<file path="config.mk">
export PLATFORM = sky130hd
export DESIGN_NAME = tw_panel_master
export DESIGN_NICKNAME = d
export VERILOG_FILES = /design/src/rtl/tw_panel_pkg.sv /design/src/rtl/tw_phase_timer.sv /design/src/rtl/tw_frame_shifter.sv /design/src/rtl/tw_rx_capture.sv /design/src/rtl/tw_panel_master.sv
export SDC_FILE = /design/constraint.sdc
export NUM_CORES = 1
export LEC_CHECK = 0
export ABC_AREA = 1
export BUFFER_PORTS_ARGS = -buffer_cell sky130_fd_sc_hd__buf_2
export CORE_ASPECT_RATIO = 1.2
export CORE_MARGIN = 5
export CORE_UTILIZATION = 35
export DETAILED_ROUTE_END_ITERATION = 10
export PLACE_DENSITY = 0.64
export SYNTH_ARGS = -nofsm -noshare
export SYNTH_HDL_FRONTEND = slang
export SYNTH_SLANG_ARGS = --single-unit
</file>
<file path="constraint.sdc">
create_clock -name clk -period 3.72 [get_ports clk]
set_clock_uncertainty 0.05 [all_clocks]
set_input_delay 0.558 -clock clk [delete_from_list [all_inputs] [get_ports clk]]
set_output_delay 0.558 -clock clk [all_outputs]
set_load 0.05 [all_outputs]
</file>
<file path="src/rtl/tw_panel_pkg.sv">
package tw_panel_pkg;

    // Frame layout is fixed by the link: address, direction, turnaround, data.
    localparam int ADDR_W   = 6;
    localparam int DATA_W   = 8;
    localparam int FRAME_W  = ADDR_W + 2 + DATA_W;
    localparam int TURN_IDX = ADDR_W + 1;     // pulse index of the turnaround slot
    localparam int DATA_IDX = ADDR_W + 2;     // pulse index of the first data bit
    localparam int BIT_W    = $clog2(FRAME_W);

    typedef enum logic [2:0] {
        PH_IDLE,
        PH_LEAD,
        PH_SETUP,
        PH_HIGH,
        PH_LOW,
        PH_TAIL,
        PH_GAP
    } phase_e;

    typedef struct packed {
        logic              rd;
        logic [ADDR_W-1:0] addr;
        logic [DATA_W-1:0] wdata;
    } req_t;

    // Serial image of a request, first bit to leave in the MSB.
    function automatic logic [FRAME_W-1:0] frame_of(input req_t r);
        return {r.addr, r.rd, 1'b0, r.wdata};
    endfunction

    function automatic int max_i(input int a, input int b);
        return (a > b) ? a : b;
    endfunction

endpackage

</file>
<file path="src/rtl/tw_phase_timer.sv">
module tw_phase_timer #(
    parameter int CW = 8
) (
    input  logic          clk,
    input  logic          rst,
    input  logic          load,
    input  logic [CW-1:0] load_val,
    output logic          expired
);
    logic [CW-1:0] cnt;

    always_ff @(posedge clk) begin
        if (rst) begin
            cnt <= '0;
        end else if (load) begin
            cnt <= load_val;
        end else if (cnt != '0) begin
            cnt <= cnt - 1'b1;
        end
    end

    assign expired = (cnt == '0);
endmodule

</file>
<file path="src/rtl/tw_frame_shifter.sv">
module tw_frame_shifter #(
    parameter int W = 16
) (
    input  logic         clk,
    input  logic         rst,
    input  logic         load,
    input  logic [W-1:0] load_val,
    input  logic         shift,
    output logic         msb_o
);
    logic [W-1:0] sr;

    always_ff @(posedge clk) begin
        if (rst) begin
            sr <= '0;
        end else if (load) begin
            sr <= load_val;
        end else if (shift) begin
            sr <= {sr[W-2:0], 1'b0};
        end
    end

    assign msb_o = sr[W-1];
endmodule

</file>
<file path="src/rtl/tw_rx_capture.sv">
module tw_rx_capture #(
    parameter int W = 8
) (
    input  logic         clk,
    input  logic         rst,
    input  logic         clear,
    input  logic         sample,
    input  logic         din,
    output logic [W-1:0] data_o
);
    always_ff @(posedge clk) begin
        if (rst || clear) begin
            data_o <= '0;
        end else if (sample) begin
            data_o <= {data_o[W-2:0], din};
        end
    end
endmodule

</file>
<file path="src/rtl/tw_panel_master.sv">
module tw_panel_master
    import tw_panel_pkg::*;
#(
    parameter int LEAD_CYC  = 30,   // strobe-only time before the first setup phase (>=1)
    parameter int SETUP_CYC = 30,   // data valid before each clock rise (>=1)
    parameter int HIGH_CYC  = 32,   // clock high time (>=1)
    parameter int LOW_CYC   = 32,   // clock low time after a pulse (>=1)
    parameter int GAP_CYC   = 200   // strobe low recovery (>=1)
) (
    input  logic        clk,
    input  logic        rst,
    input  logic        start_i,
    input  logic        rd_i,
    input  logic [5:0]  addr_i,
    input  logic [7:0]  wdata_i,
    output logic [7:0]  rdata_o,
    output logic        done_o,
    output logic        busy_o,
    output logic        sen_o,
    output logic        sclk_o,
    output logic        sdo_o,
    output logic        sdo_oe_o,
    input  logic        sdi_i
);
    localparam int MAX_C = max_i(max_i(max_i(LEAD_CYC, SETUP_CYC),
                                       max_i(HIGH_CYC, LOW_CYC)), GAP_CYC);
    localparam int CW = $clog2(MAX_C) + 1;

    localparam logic [BIT_W-1:0] LAST_B = BIT_W'(FRAME_W - 1);
    localparam logic [BIT_W-1:0] TURN_B = BIT_W'(TURN_IDX);
    localparam logic [BIT_W-1:0] DATA_B = BIT_W'(DATA_IDX);

    localparam logic [CW-1:0] LEAD_LD  = CW'(LEAD_CYC - 1);
    localparam logic [CW-1:0] SETUP_LD = CW'(SETUP_CYC - 1);
    localparam logic [CW-1:0] HIGH_LD  = CW'(HIGH_CYC - 1);
    localparam logic [CW-1:0] LOW_LD   = CW'(LOW_CYC - 1);
    localparam logic [CW-1:0] GAP_LD   = CW'(GAP_CYC - 1);

    phase_e             ph, ph_n;
    logic               rd_q;
    logic [BIT_W-1:0]   bit_idx;
    logic               tmr_load, tmr_exp;
    logic [CW-1:0]      tmr_val;
    logic               sh_load, sh_shift, sh_msb;
    logic               rx_clear, rx_sample;
    logic [DATA_W-1:0]  rx_data;
    logic               finish;
    logic               line_active, released;
    logic [7:0]         rdata_q;
    logic               done_q;
    req_t               req_in;

    assign req_in = '{rd: rd_i, addr: addr_i, wdata: wdata_i};

    // Phase sequencing: one shared timer is reloaded at every phase change.
    always_comb begin
        ph_n      = ph;
        tmr_load  = 1'b0;
        tmr_val   = '0;
        sh_load   = 1'b0;
        sh_shift  = 1'b0;
        rx_clear  = 1'b0;
        rx_sample = 1'b0;
        finish    = 1'b0;
        unique case (ph)
            PH_IDLE: if (start_i) begin
                ph_n     = PH_LEAD;
                tmr_load = 1'b1;
                tmr_val  = LEAD_LD;
                sh_load  = 1'b1;
                rx_clear = 1'b1;
            end
            PH_LEAD: if (tmr_exp) begin
                ph_n     = PH_SETUP;
                tmr_load = 1'b1;
                tmr_val  = SETUP_LD;
            end
            PH_SETUP: if (tmr_exp) begin
                ph_n      = PH_HIGH;
                tmr_load  = 1'b1;
                tmr_val   = HIGH_LD;
                rx_sample = rd_q && (bit_idx >= DATA_B);
            end
            PH_HIGH: if (tmr_exp) begin
                ph_n     = PH_LOW;
                tmr_load = 1'b1;
                tmr_val  = LOW_LD;
            end
            PH_LOW: if (tmr_exp) begin
                tmr_load = 1'b1;
                if (bit_idx == LAST_B) begin
                    ph_n    = PH_TAIL;
                    tmr_val = '0;
                end else begin
                    ph_n     = PH_SETUP;
                    tmr_val  = SETUP_LD;
                    sh_shift = 1'b1;
                end
            end
            PH_TAIL: if (tmr_exp) begin
                ph_n     = PH_GAP;
                tmr_load = 1'b1;
                tmr_val  = GAP_LD;
            end
            PH_GAP: if (tmr_exp) begin
                ph_n   = PH_IDLE;
                finish = 1'b1;
            end
            default: ph_n = PH_IDLE;
        endcase
    end

    always_ff @(posedge clk) begin
        if (rst) begin
            ph      <= PH_IDLE;
            rd_q    <= 1'b0;
            bit_idx <= '0;
            rdata_q <= '0;
            done_q  <= 1'b0;
        end else begin
            ph     <= ph_n;
            done_q <= finish;
            if (sh_load) begin
                rd_q    <= rd_i;
                bit_idx <= '0;
            end else if (sh_shift) begin
                bit_idx <= bit_idx + 1'b1;
            end
            if (finish && rd_q) begin
                rdata_q <= rx_data;
            end
        end
    end

    tw_phase_timer #(.CW(CW)) u_timer (
        .clk      (clk),
        .rst      (rst),
        .load     (tmr_load),
        .load_val (tmr_val),
        .expired  (tmr_exp)
    );

    tw_frame_shifter #(.W(FRAME_W)) u_shift (
        .clk      (clk),
        .rst      (rst),
        .load     (sh_load),
        .load_val (frame_of(req_in)),
        .shift    (sh_shift),
        .msb_o    (sh_msb)
    );

    tw_rx_capture #(.W(DATA_W)) u_rx (
        .clk    (clk),
        .rst    (rst),
        .clear  (rx_clear),
        .sample (rx_sample),
        .din    (sdi_i),
        .data_o (rx_data)
    );

    // Pad control: the line is released from the turnaround setup onward on reads.
    assign line_active = (ph == PH_LEAD) || (ph == PH_SETUP) ||
                         (ph == PH_HIGH) || (ph == PH_LOW);
    assign released    = rd_q && (bit_idx >= TURN_B) &&
                         ((ph == PH_SETUP) || (ph == PH_HIGH) || (ph == PH_LOW));

    assign sen_o    = line_active || (ph == PH_TAIL);
    assign sclk_o   = (ph == PH_HIGH);
    assign sdo_oe_o = !released;
    assign sdo_o    = line_active && !released && sh_msb;
    assign busy_o   = (ph != PH_IDLE);
    assign done_o   = done_q;
    assign rdata_o  = rdata_q;
endmodule

</file>
Word-level counts from Yosys, hierarchy flattened
Cells that the tools add are included.
{"block": "op_classes", "add_sub_neg": 2, "n_lt_le_gt_ge": 2, "eq_ne": 14, "n_mux": 30, "reduce_logical": 24}
{"cell": "8-bit one-hot mux with 5 select lines", "n": 1}
{"cell": "16-bit 2-to-1 mux", "n": 2}
{"cell": "5-bit 2-to-1 mux", "n": 5}
{"cell": "3-bit 2-to-1 mux", "n": 8}
{"cell": "3-bit one-hot mux with 7 select lines", "n": 1}
{"cell": "9-bit 2-to-1 mux", "n": 2}
{"cell": "2-bit != test, second input constant", "n": 6}
{"cell": "3-bit equality test, second input constant", "n": 3}
{"cell": "9-bit zero test", "n": 1}
{"cell": "1-bit 2-to-1 mux", "n": 9}
{"cell": "9-bit nonzero test", "n": 1}
{"cell": "9-bit by 1-bit subtractor with 9-bit output, second input constant", "n": 1}
{"cell": "8-bit 2-to-1 mux", "n": 1}
{"cell": "1-bit logical OR", "n": 7}
{"cell": "7-bit AND reduction", "n": 1}
{"cell": "3-bit by 2-bit equality test with 1-bit output, second input constant", "n": 2}
{"cell": "1-bit logical AND", "n": 6}
{"cell": "5-bit OR reduction", "n": 1}
{"cell": "4-bit by 1-bit adder with 4-bit output, second input constant", "n": 1}
{"cell": "4-bit equality test, second input constant", "n": 1}
{"cell": "4-bit by 3-bit >= comparator with 1-bit output, second input constant", "n": 1}
{"cell": "4-bit >= comparator, second input constant", "n": 1}
{"cell": "2-bit nonzero test", "n": 2}
{"cell": "2-bit OR reduction", "n": 2}
{"cell": "6 further kinds", "n": 6}
{"block": "totals", "register_bits": 50, "input_bits": 19, "out_inout_bits": 14, "word_cells": 81}

Longest topological paths before layout
Gate-level depths: netlist (run 1).
{"block": "depth", "depth_word": 7, "depth_mapped": 11, "depth_no_buf": 10}

Hierarchy
A second synthesis (run 1) with hierarchy kept.
{"block": "hier_totals", "cells_unflattened": 401, "area_unflattened_um2": 2680.1}
{"mod": "tw_panel_master", "n_inst": 1, "cells_each": 142, "area_per_inst_um2": 942.2, "seq_area_each_um2": 340.3}
{"mod": "tw_frame_shifter", "n_inst": 1, "cells_each": 121, "area_per_inst_um2": 799.5, "seq_area_each_um2": 320.3}
{"mod": "tw_phase_timer", "n_inst": 1, "cells_each": 87, "area_per_inst_um2": 576.8, "seq_area_each_um2": 180.2}
{"mod": "tw_rx_capture", "n_inst": 1, "cells_each": 51, "area_per_inst_um2": 361.6, "seq_area_each_um2": 160.2}

Worst setup path before layout (run 1)
No wires, ideal clock.
{"block": "synth_path", "kind": "reg-to-output", "startpoint": "register ph[0]", "endpoint": "output sdo_o", "arrival_time_ns": 1.495, "required_ns": 3.112, "setup_slack_ns": 1.617, "stages_incl_launch_ff": 6, "n_path_buf": 0, "cell_sequence": "dfxtp_1 -> nor2_2 -> nand2_1 -> inv_1 -> o21a_1 -> nor2_1"}
{"block": "synth_between", "elab_chain_len": 7, "elab_cells_between_ends": 13, "classes_between": "eq/ne (4); reduce/logical (9)"}
{"item": "from (decl)", "line": "tw_panel_master.sv:39", "text": "phase_e ph, ph_n;"}
{"item": "from (signal assigned)", "line": "tw_panel_master.sv:121", "text": "ph <= ph_n;"}
{"item": "3-bit by 2-bit equality test with 1-bit output, on equally long branches", "line": "tw_panel_master.sv:162, tw_panel_master.sv:165, tw_panel_master.sv:163"}
{"item": "1-bit logical OR (2 in a row)", "line": "tw_panel_master.sv:165", "text": "((ph == PH_SETUP) || (ph == PH_HIGH) || (ph == PH_LOW));"}
{"item": "1-bit logical AND", "line": "tw_panel_master.sv:164", "text": "assign released = rd_q && (bit_idx >= TURN_B) &&"}
{"item": "1-bit zero test", "line": "tw_panel_master.sv:170", "text": "assign sdo_o = line_active && !released && sh_msb;"}
{"item": "1-bit logical AND * (2 in a row)", "line": "tw_panel_master.sv:170"}
{"item": "to (decl)", "line": "tw_panel_master.sv:21", "text": "output logic sdo_o,"}
Every way passes the cells marked *; elsewhere a longest branch is shown, timed or not.

Final worst setup path (run 1)
{"block": "layout_path", "startpoint": "register u_timer.cnt[0]", "endpoint": "register u_shift.sr[7]"}
{"block": "layout_between", "elab_chain_len": 4}
{"item": "from (decl)", "line": "tw_phase_timer.sv:10", "text": "logic [CW-1:0] cnt;"}
{"item": "from (signal assigned)", "line": "tw_phase_timer.sv:16", "text": "cnt <= load_val;"}
{"item": "from (signal assigned)", "line": "tw_phase_timer.sv:18", "text": "cnt <= cnt - 1'b1;"}
{"item": "9-bit zero test", "line": "tw_phase_timer.sv:22", "text": "assign expired = (cnt == '0);"}
{"item": "1-bit 2-to-1 mux", "line": "tw_panel_master.sv:89", "text": "PH_LOW: if (tmr_exp) begin"}
{"item": "1-bit 2-to-1 mux", "line": "tw_panel_master.sv:65", "text": "unique case (ph)"}
{"item": "2-bit nonzero test (no source line)"}
{"item": "to (signal assigned)", "line": "tw_frame_shifter.sv:17", "text": "sr <= load_val;"}
{"item": "to (signal assigned)", "line": "tw_frame_shifter.sv:19", "text": "sr <= {sr[W-2:0], 1'b0};"}
{"item": "to (decl)", "line": "tw_frame_shifter.sv:11", "text": "logic [W-1:0] sr;"}
No other way between the ends.
A chain may end at the register's enable or synchronous reset.

==> impl_results.md, run 1 <==
- Initial Util: 35.4%
- Status: completed
- CTS H-tree lvls: 2
- Yosys cell types: 31
- Reg-to-reg startpoint: u_timer.cnt[0]
- Setup-failing EPs final: 0
- Asr flop ratio synth: 0%
- Clk slew on worst S/H paths: about 0.09 ns
- Slew Viols, Final: 0
- Setup Fix Bufs, Post-CTS: 0
- Ant. Diodes: 0
- Synth Cell Area: approximately 0.0025 sq mm
- Proportion of power drawn by the clock network: 14.5%
- First DRT Iteration DRCs: 116
- Vias in the first global route: 2,048
- Flop2flop setup slack: 1.31 ns
- CTS tree: yes
- Core ar.: roughly 0.0071 sq mm
- Power, Total: 2.03 mW
- EDFF count, synth: 0
- Synth Instances: around 360
- Clock latency on the worst-skew pair: between 0.2 and 0.3 ns
- Crit-path cells: inv_1 > ha_1 > nand2_4 > nor2_8 > nand3_1 > inv_1 > nand3_1 > nand3_1 > nand2_1 > inv_1
- Worst-Margin Slew: around 0.73 ns
- Tmin final: between 2 and 2.5 ns
- GPL Wtd Cong: 0.832
- Primary FF master, synth: dfxtp_1
- Crit end category: flop
- Die height: between 100 and 150 um
- Overflow after GRT: 0
- Leading cell type in the layout, fill and taps excluded: nand2_1
- Global-route wire length before repair: 9250 um
- Setup crit start: u_timer.cnt[0]
- Combinational share of power: 49.8%
- Crit path required time: 3.91 ns
- Path depth of the worst reg2reg path: 10
- Nets: 412
- P_leak: 1.37 nW
- Die area: 0.00904 sq mm
- Pin count of the biggest net entering global routing: 32
- Drt first pass iters: 4
- Final HPWL DP: 3780 um
- RR Endpoint: u_shift.sr[7]
- Hold buffer count at cts: 0
- Peak Freq: between 400 and 500 MHz
- Yosys warning total: 0
- Unrepaired setup endpoints after global routing: false
- Fin crit share: approximately two thirds
- Vias: 2,200
- Critical Path End: u_shift.sr[7]
- Max-slew headroom: 51.2%
- Worst path depth: 10
- Row cnt: 34
- Max Cap Viol: 0
- Layout cell share with drive strength beyond 1: about 16%
- Area Overhead vs Synth: 10.5%
- Psw: 0.942 mW
- Die W: 87.6 um
- Clock Path Buffers: 2
- Post-synthesis sequential area ratio: around two fifths
- DR vias/cell: around 4.6
- Clock sinks: 50
- Setup tns final: 0 ns
- Slowest-stage cell, CP: nand3_1
- Initial antenna violation count: 0
- Total track usage: 12.6%
- Switching share of power: 46.4%
- Seq pwr share: 35.7%
- VDD IR max: 246 uV
- Number of nets with antenna violations after routing: 0
- Wire per inst: 10.9 um
- Final hold vios: 0
- TritonCTS buffer count: 5
- WP data arrival: 2.60 ns
- Most frequent cells in the layout: nand2_1, inv_1, dfxtp_1, nand3_1, nor2_1
- Worst path top cell family by delay: simple AND/OR/NAND/NOR gates
- Critical setup path kind: reg2reg
- Pwr Density: around 730 mW/mm^2
- DRC Markers: 0
- # port buffers: 32
- Worst hold path type: reg2reg
- CTS resizes: 0
- Routed Wire Length: between 5000 and 6000 um
- Syn_area_per_cell: 6.97 sq um
- Cell internal pwr: 1.09 mW
- Yosys reg bits: 50
- Worst path bufs/invs: 3
- Syn nets: 385
- CP max FO: 20
- Clock root buffer: clkbuf_8
- Num ports: 33
- Startpoint types: flop
- Max incr delay on CP: 0.54 ns
-- worst min-delay path by stage --
stage | start | cells past startpoint | endpoint | slack (ns)
global route | u_rx.data_o[7] | 2 | u_rx.data_o[7] | 0.44
finish | u_shift.sr[8] | 2 | u_shift.sr[8] | 0.40
global placement | u_shift.sr[8] | 2 | u_shift.sr[8] | 0.38
detailed placement | u_shift.sr[8] | 2 | u_shift.sr[8] | 0.39
CTS | u_shift.sr[8] | 2 | u_shift.sr[8] | 0.41
floorplan | u_rx.data_o[7] | 2 | u_rx.data_o[7] | 0.37
-- power groups by stage --
| stage | Clock, mW | Combinational, mW | Sequential, mW |
|---|---|---|---|
| 3_5_place_dp | 0 | 1.01 | 0.734 |
| 4_1_cts | 0.307 | 1.01 | 0.723 |
| 3_3_place_gp | 0 | 1.00 | 0.735 |
| 5_1_grt | 0.322 | 1.16 | 0.737 |
| 2_1_floorplan | 0 | 0.863 | 0.716 |
| 6_report | 0.294 | 1.01 | 0.725 |
-- tightest hold or removal path, delay by kind of cell (launching register included) --
| family | cells | cell delay [ns] |
|---|---|---|
| AOI/OAI and AO/OA | 1 | 0.05 |
| buffers and inverters | 1 | 0.05 |
| DFF | 1 | 0.30 |
-- sequential cells by signal (all words and copies together) (netlist names) --
register / flops
bit_idx: 4
done_o: 1
ph: 3
rd_q: 1
rdata_o: 8
u_rx.data_o: 8
u_shift.sr: 16
u_timer.cnt: 9
-- cells in the mapped netlist, types with 4 or more instances --
library cell  count  area, sq um
nand2_1          69          259
inv_1            51          191
dfxtp_1          50         1000
nand3_1          46          230
nor2_1           43          161
a21oi_1          24          120
o21ai_0          22          110
nand2_2           7         43.8
buf_2             4         20.0
buf_4             4         30.0
inv_2             4         15.0
nor3_1            4         20.0
-- routing by layer --
metal	GRT usage, %	vias up	share of wire, %
met2	20.7	32	46
met4	4.72	0	1.6
met5	0	-	0
li1	-	1195	-
met3	2.56	6	4.1
met1	16.2	967	49
-- metrics by stage --
stage | hold WS (ns) | util, % | cell area (sq um) | cells | setup slack [ns]
2_1_floorplan | 0.373 | - | 2530 | 363 | 1.62
3_3_place_gp | 0.384 | 38.0 | 2720 | 473 | 1.43
3_5_place_dp | 0.392 | 38.0 | 2720 | 473 | 1.36
4_1_cts | 0.405 | 39.1 | 2800 | 480 | 1.32
5_1_grt | 0.441 | 39.1 | 2800 | 480 | 1.01
6_report | 0.403 | 39.1 | 2800 | 480 | 1.31
-- final cells by class --
| class | count | area (sq um) |
|---|---|---|
| Sequential cell | 50 | 1000 |
| Tap cell | 90 | 113 |
| Clock buffer | 7 | 76.3 |
| Timing Repair Buffer | 33 | 168 |
| Inverter | 56 | 211 |
| Multi-Input combinational cell | 244 | 1230 |
| Fill cell | 782 | 4350 |
-- logic make-up after synthesis --
group | Yosys count | share of synthesized area, %
AOI/OAI and AO/OA | 49 | 9.94
xor gates and xnor gates | 5 | 1.73
adders and majority gates | 3 | 1.48
buffers and inverters | 69 | 12.0
DFF | 50 | 39.6
and+or+nand+nor | 187 | 35.3
Power figures use the tool's default switching activity.
==> run 2: changes to the inputs <==
ABC_AREA = 0   (was 1)
clock period = 2.3 ns   (was 3.72 ns; I/O delays follow)
==> impl_results.md, run 2 <==
- Status: completed
- Initial antenna violation count: 0
- CTS tree: yes
- Layout Utilization: 42.0%
- Worst-Margin Slew: 0.519 ns
- Die area: between 0.008 and 0.009 sq mm
- Main combinational cell family by area after synthesis: simple AND/OR/NAND/NOR gates
- Post-synthesis compound-gate area fraction: between 15 and 20%
- Vias: between 1,500 and 2,000
- Top reg by flops: u_shift.sr
- Leading cell type in the layout, fill and taps excluded: dfxtp_1
- Max Cap Viol: 0
- Most instantiated library cell after synthesis: dfxtp_1
- First DRT Iteration DRCs: 89
- # port buffers: 32
- Setup tns final: 0 ns
- Setup Fix Bufs, Post-CTS: 0
- Ranking of synthesized cells by area: dfxtp_1, mux2i_1, nor2_1, a211oi_1, a21oi_1
- Flop2flop setup slack: between 0.2 and 0.25 ns
- Clk slew on worst S/H paths: approximately 0.09 ns
- Crit end category: primary output
- Final hold vios: 0
- Worst hold slack: 0.218 ns
- Pwr Density: 1030 mW/mm^2
- Adder-cell share of the synthesized area: 1.62%
- Mux cell area share after synthesis: between 10% and 20%
- Fill count: 667
- Layout cell share with drive strength beyond 1: 19.6%
- Pin count of the biggest net entering global routing: 35
- Final HPWL DP: 3450 um
- Reg-to-reg startpoint: u_timer.cnt[0]
- Overflow after GRT: 0
- RR Endpoint: u_shift.sr[7]
- Asr flop ratio synth: 0%
- Tmin final: roughly 2.1 ns
- Global-route wire length before repair: slightly above 8000 um
- CP max FO: 3
- Synth Instances: 255
- Syn_area_per_cell: 9.09 sq um
- Synth Cell Area: 0.00232 sq mm
- Simple-gate share of the synthesized area: 19.7%
- Syn nets: roughly 280
- Yosys cell types: 41
- Ant. Diodes: 0
- FF/Latch Area: roughly 0.0010 sq mm
- Post-synthesis xor/xnor area fraction: about 1.5%
- Num ports: 33
- Drt first pass iters: 4
- Area taken by multi-input logic gates: 0.00122 sq mm
- Power, Total: roughly 2.8 mW
- Yosys reg bits: 50
- Vias in the first global route: 1,799
- Worst hold path type: in2reg
- DRC Markers: 0
- Place WS: around 0.20 ns
- Area Overhead vs Synth: 16.7%
- Slew Viols, Final: 0
- Synth area leader: dfxtp_1
- Biggest regs: u_shift.sr x16, u_timer.cnt x9
- Max-slew headroom: between 60% and 70%
- EDFF count, synth: 0
- Hold buffer count at cts: 0
- Clock root buffer: clkbuf_8
- Nets: 312
- Initial Util: 35.9%
- Fin crit share: 91.9%
- Total track usage: a little under an eighth
- Synth top area share: 43.2%
- Die W: between 80 and 90 um
- Most frequent cells in the layout: dfxtp_1, nor2_1, mux2i_1, buf_2, a21oi_1
- Die height: 99.1 um
- Wire per inst: 13.0 um
- Largest register FFs: 16
- Row cnt: 32
- Clock latency on the worst-skew pair: 0.30 ns
- VDD IR max: 549 uV
- WP data arrival: 1.72 ns
- Primary FF master, synth: dfxtp_1
- Yosys warning total: 0
- CTS resizes: 0
- Crit path required time: between 1.5 and 2 ns
- Routed Wire Length: 4890 um
- DR vias/cell: 5.10
- CTS H-tree lvls: 2
- TritonCTS buffer count: 5
- Setup-failing EPs final: 0
- Critical Path End: sdo_o
- Path depth of the worst reg2reg path: 7
- Post-synthesis sequential area ratio: 43.2%
- Number of nets with antenna violations after routing: 0
- Clock sinks: 50
- GPL Wtd Cong: approximately 0.85
- Synth cell count leaders: dfxtp_1, nor2_1, mux2i_1, a21oi_1, a211oi_1
- P_leak: 1.28 nW
- Setup ws final: 0.187 ns
- Unrepaired setup endpoints after global routing: false
- Startpoint types: flop
- Clock Path Buffers: 2
- Peak Freq: approximately 470 MHz
- Core ar.: around 0.0064 sq mm
- Critical setup path kind: reg2out
- Setup crit start: ph[2]
==> run 2: layer usage <==
metal,track usage [%],vias up,share of wire (%)
met4,4.83,0,1.2
met3,2.40,6,4.2
met5,0,-,0
met2,20.5,39,49
li1,-,972,-
met1,13.9,900,45
==> run 2: cell families after synthesis <==
group,Yosys count
muxes,34
xor gates and xnor gates,4
buffers and inverters,25
DFF,50
AOI/OAI and AO/OA,54
adders and majority gates,3
and+or+nand+nor,85
==> run 2: critical path, stage by stage, from the launching register on <==
cell,delay (ns)
dfxtp_1,0.33
nor3b_1,0.41
o22ai_1,0.17
o31ai_1,0.09
and2_1,0.15
buf_2,0.26
==> run 2: worst min-delay path by stage <==
| stage | start | end | slack [ns] | depth (start not counted) |
|---|---|---|---|---|
| finish | sdi_i | u_rx.data_o[0] | 0.22 | 3 |
| global route | sdi_i | u_rx.data_o[0] | 0.23 | 3 |
| CTS | sdi_i | u_rx.data_o[0] | 0.21 | 3 |
| detailed placement | rd_q | rd_q | 0.41 | 2 |
| global placement | u_shift.sr[0] | u_shift.sr[0] | 0.41 | 2 |
| floorplan | rd_q | rd_q | 0.39 | 2 |
==> run 2: final cells by class <==
| type | count | share of cell area (%) |
|---|---|---|
| inverters | 10 | 1.39 |
| clock inverters | 2 | 0.601 |
| multi-input cells | 180 | 45.1 |
| clock buffers | 6 | 3.05 |
| repair buffers | 43 | 8.97 |
| well taps | 85 | 3.93 |
| flip-flops and latches | 50 | 37.0 |
==> run 2: stage by stage <==
stage / instance area, sq um / std cells
floorplan: 2320 / 255
global placement: 2610 / 368
detailed placement: 2610 / 368
CTS: 2710 / 376
global route: 2710 / 376
finish: 2710 / 376
==> run 2: report_power, final <==
part           leakage, nW  internal, mW  total, mW  switching (mW)
clock               0.0478         0.248      0.553           0.305
sequential           0.408          1.00       1.13           0.126
combinational        0.820         0.446       1.09           0.644
total                 1.28          1.70       2.77            1.07
==> run 3: changes to the inputs <==
CORE_MARGIN = not set   (was 5)
PLACE_DENSITY = 0.52   (was 0.64)
==> impl_results.md, run 3 (synthesis results as in run 2) <==
- Path depth of the worst reg2reg path: 4
- Biggest regs: u_shift.sr x16, u_timer.cnt x9
- Layout Utilization: 42.6%
- Slowest-stage cell, CP: dfxtp_1
- # port buffers: 32
- CTS H-tree lvls: 2
- Top reg by flops: u_shift.sr
- Die W: 76.3 um
- Placed Cells incl. Taps: 367
- Wire per inst: 13.2 um
- Ant. Diodes: 0
- Worst hold slack: around 0.23 ns
- Clock sinks: 50
- Reg-to-reg startpoint: u_timer.cnt[5]
- Core ar.: between 0.006 and 0.007 sq mm
- Layout cell share with drive strength beyond 1: 19.9%
- Initial Util: 36.2%
- Crit end category: primary output
- Startpoint types: flop
- Pin count of the biggest net entering global routing: 35
- Worst Hold End: u_shift.sr[0]
- Tmin final: 2.10 ns
- Initial antenna violation count: 0
- P_leak: 1.29 nW
- Fin cells: 376
- Dpl cell area: between 0.002 and 0.003 sq mm
- Leading cell type in the layout, fill and taps excluded: dfxtp_1
- Clock root buffer: clkbuf_8
- DR vias/cell: 5.04
- Nets: 313
- Total track usage: 15.5%
- Clk slew on worst S/H paths: 0.09 ns
- Fin crit share: 91.2%
- Fill count: between 600 and 700
- CTS tree: yes
- Status: completed
- Final hold vios: 0
- Routed Wire Length: 4980 um
- Vias in the first global route: 1,897
- Clock latency on the worst-skew pair: 0.30 ns
- Most frequent cells in the layout: dfxtp_1, nor2_1, mux2i_1, buf_2, a21oi_1
- Overflow after GRT: 0
- Crit-path cells: nor3b_2 > o22ai_1 > o31ai_1 > and2_1 > buf_2
- VDD IR max: ~440 uV
- GPL Wtd Cong: 0.752
- Peak Freq: 477 MHz
- Final HPWL DP: 3470 um
- TritonCTS buffer count: 5
- Max-slew headroom: 62.6%
- Vias: 1,895
- Num ports: 33
- Clock Path Buffers: 2
- Largest register FFs: 16
- WHS Path Cells: 3
- Area taken by multi-input logic gates: 0.00122 sq mm
- Die area: 0.00695 sq mm
- FF/Latch Area: 0.00100 sq mm
- Setup-failing EPs final: 0
- CP max FO: 13
- Slew Viols, Final: 0
- Worst hold start: wdata_i[0]
- RR Endpoint: ph[1]
- Critical setup path kind: reg2out
- Flop2flop setup slack: 0.28 ns
- Unrepaired setup endpoints after global routing: false
- Setup tns final: 0 ns
- Pwr Density: 1050 mW/mm^2
- Die height: slightly above 90 um
- WP data arrival: 1.70 ns
- Row cnt: 32
- Max Cap Viol: 0
- Number of nets with antenna violations after routing: 0
- Max incr delay on CP: 0.45 ns
- First DRT Iteration DRCs: 61
- Worst hold path type: in2reg
- Worst-Margin Slew: roughly 0.56 ns
- DRC Markers: 0
- Drt first pass iters: 4
- Design area: 0.00273 sq mm
- Global-route wire length before repair: 8760 um
- Crit path required time: 1.90 ns
- Area Overhead vs Synth: 17.7%
run 3: area by class of cell:
class,instances,share of cell area [%]
Timing Repair Buffer,44,9.18
Multi-Input combinational cell,180,44.9
Clock buffer,5,2.52
Inverter,10,1.38
Sequential cell,50,36.7
Tap cell,85,3.90
Clock inverter,2,1.42
run 3: worst max-delay path by stage:
stage	slack (ns)	from	end
after floorplan	0.06	ph[1]	sclk_o
after global routing	0.06	ph[1]	sdo_o
after global placement	0.23	u_timer.cnt[0]	ph[1]
after detailed placement	0.19	u_timer.cnt[0]	ph[0]
final	0.20	ph[1]	sdo_o
after CTS	0.05	ph[1]	sdo_o
run 3: stage by stage:
stage	setup slack (ns)	power, mW
floorplan	0.0567	1.97
global placement	0.226	2.24
detailed placement	0.191	2.24
CTS	0.0490	2.86
global route	0.0638	3.07
finish	0.202	2.87
run 3: repair_timing:
action / in CTS / in global routing
hold buffers: 0 / 0
setup buffers: 0 / 2
endpoints found under the setup margin: 0 / 4
resized for setup: 0 / 1
run 3: where the power goes:
part           total (mW)  switching (mW)  internal [mW]  leakage [nW]
Sequential           1.17           0.166           1.00         0.408
Combinational        1.09           0.631          0.456         0.828
Clock               0.616           0.296          0.320        0.0542
Total                2.87            1.09           1.78          1.29
run 3: critical path, delay by kind of cell, from the launching register on:
kind | cells | cell delay, ns
DFF | 1 | 0.45
and+or+nand+nor | 2 | 0.47
AOI/OAI and AO/OA | 2 | 0.23
buffers and inverters | 1 | 0.26
run 3: routing by layer:
metal  vias up  routed length (um)  GRT usage (%)  part of all wire, %
met5         -                   0              0                    0
met4         0                  60           5.61                  1.2
met3         6                 128           3.42                  2.6
met2        27                2420           26.8                   49
met1       883                2370           18.6                   48
li1        979                   -              -                    -
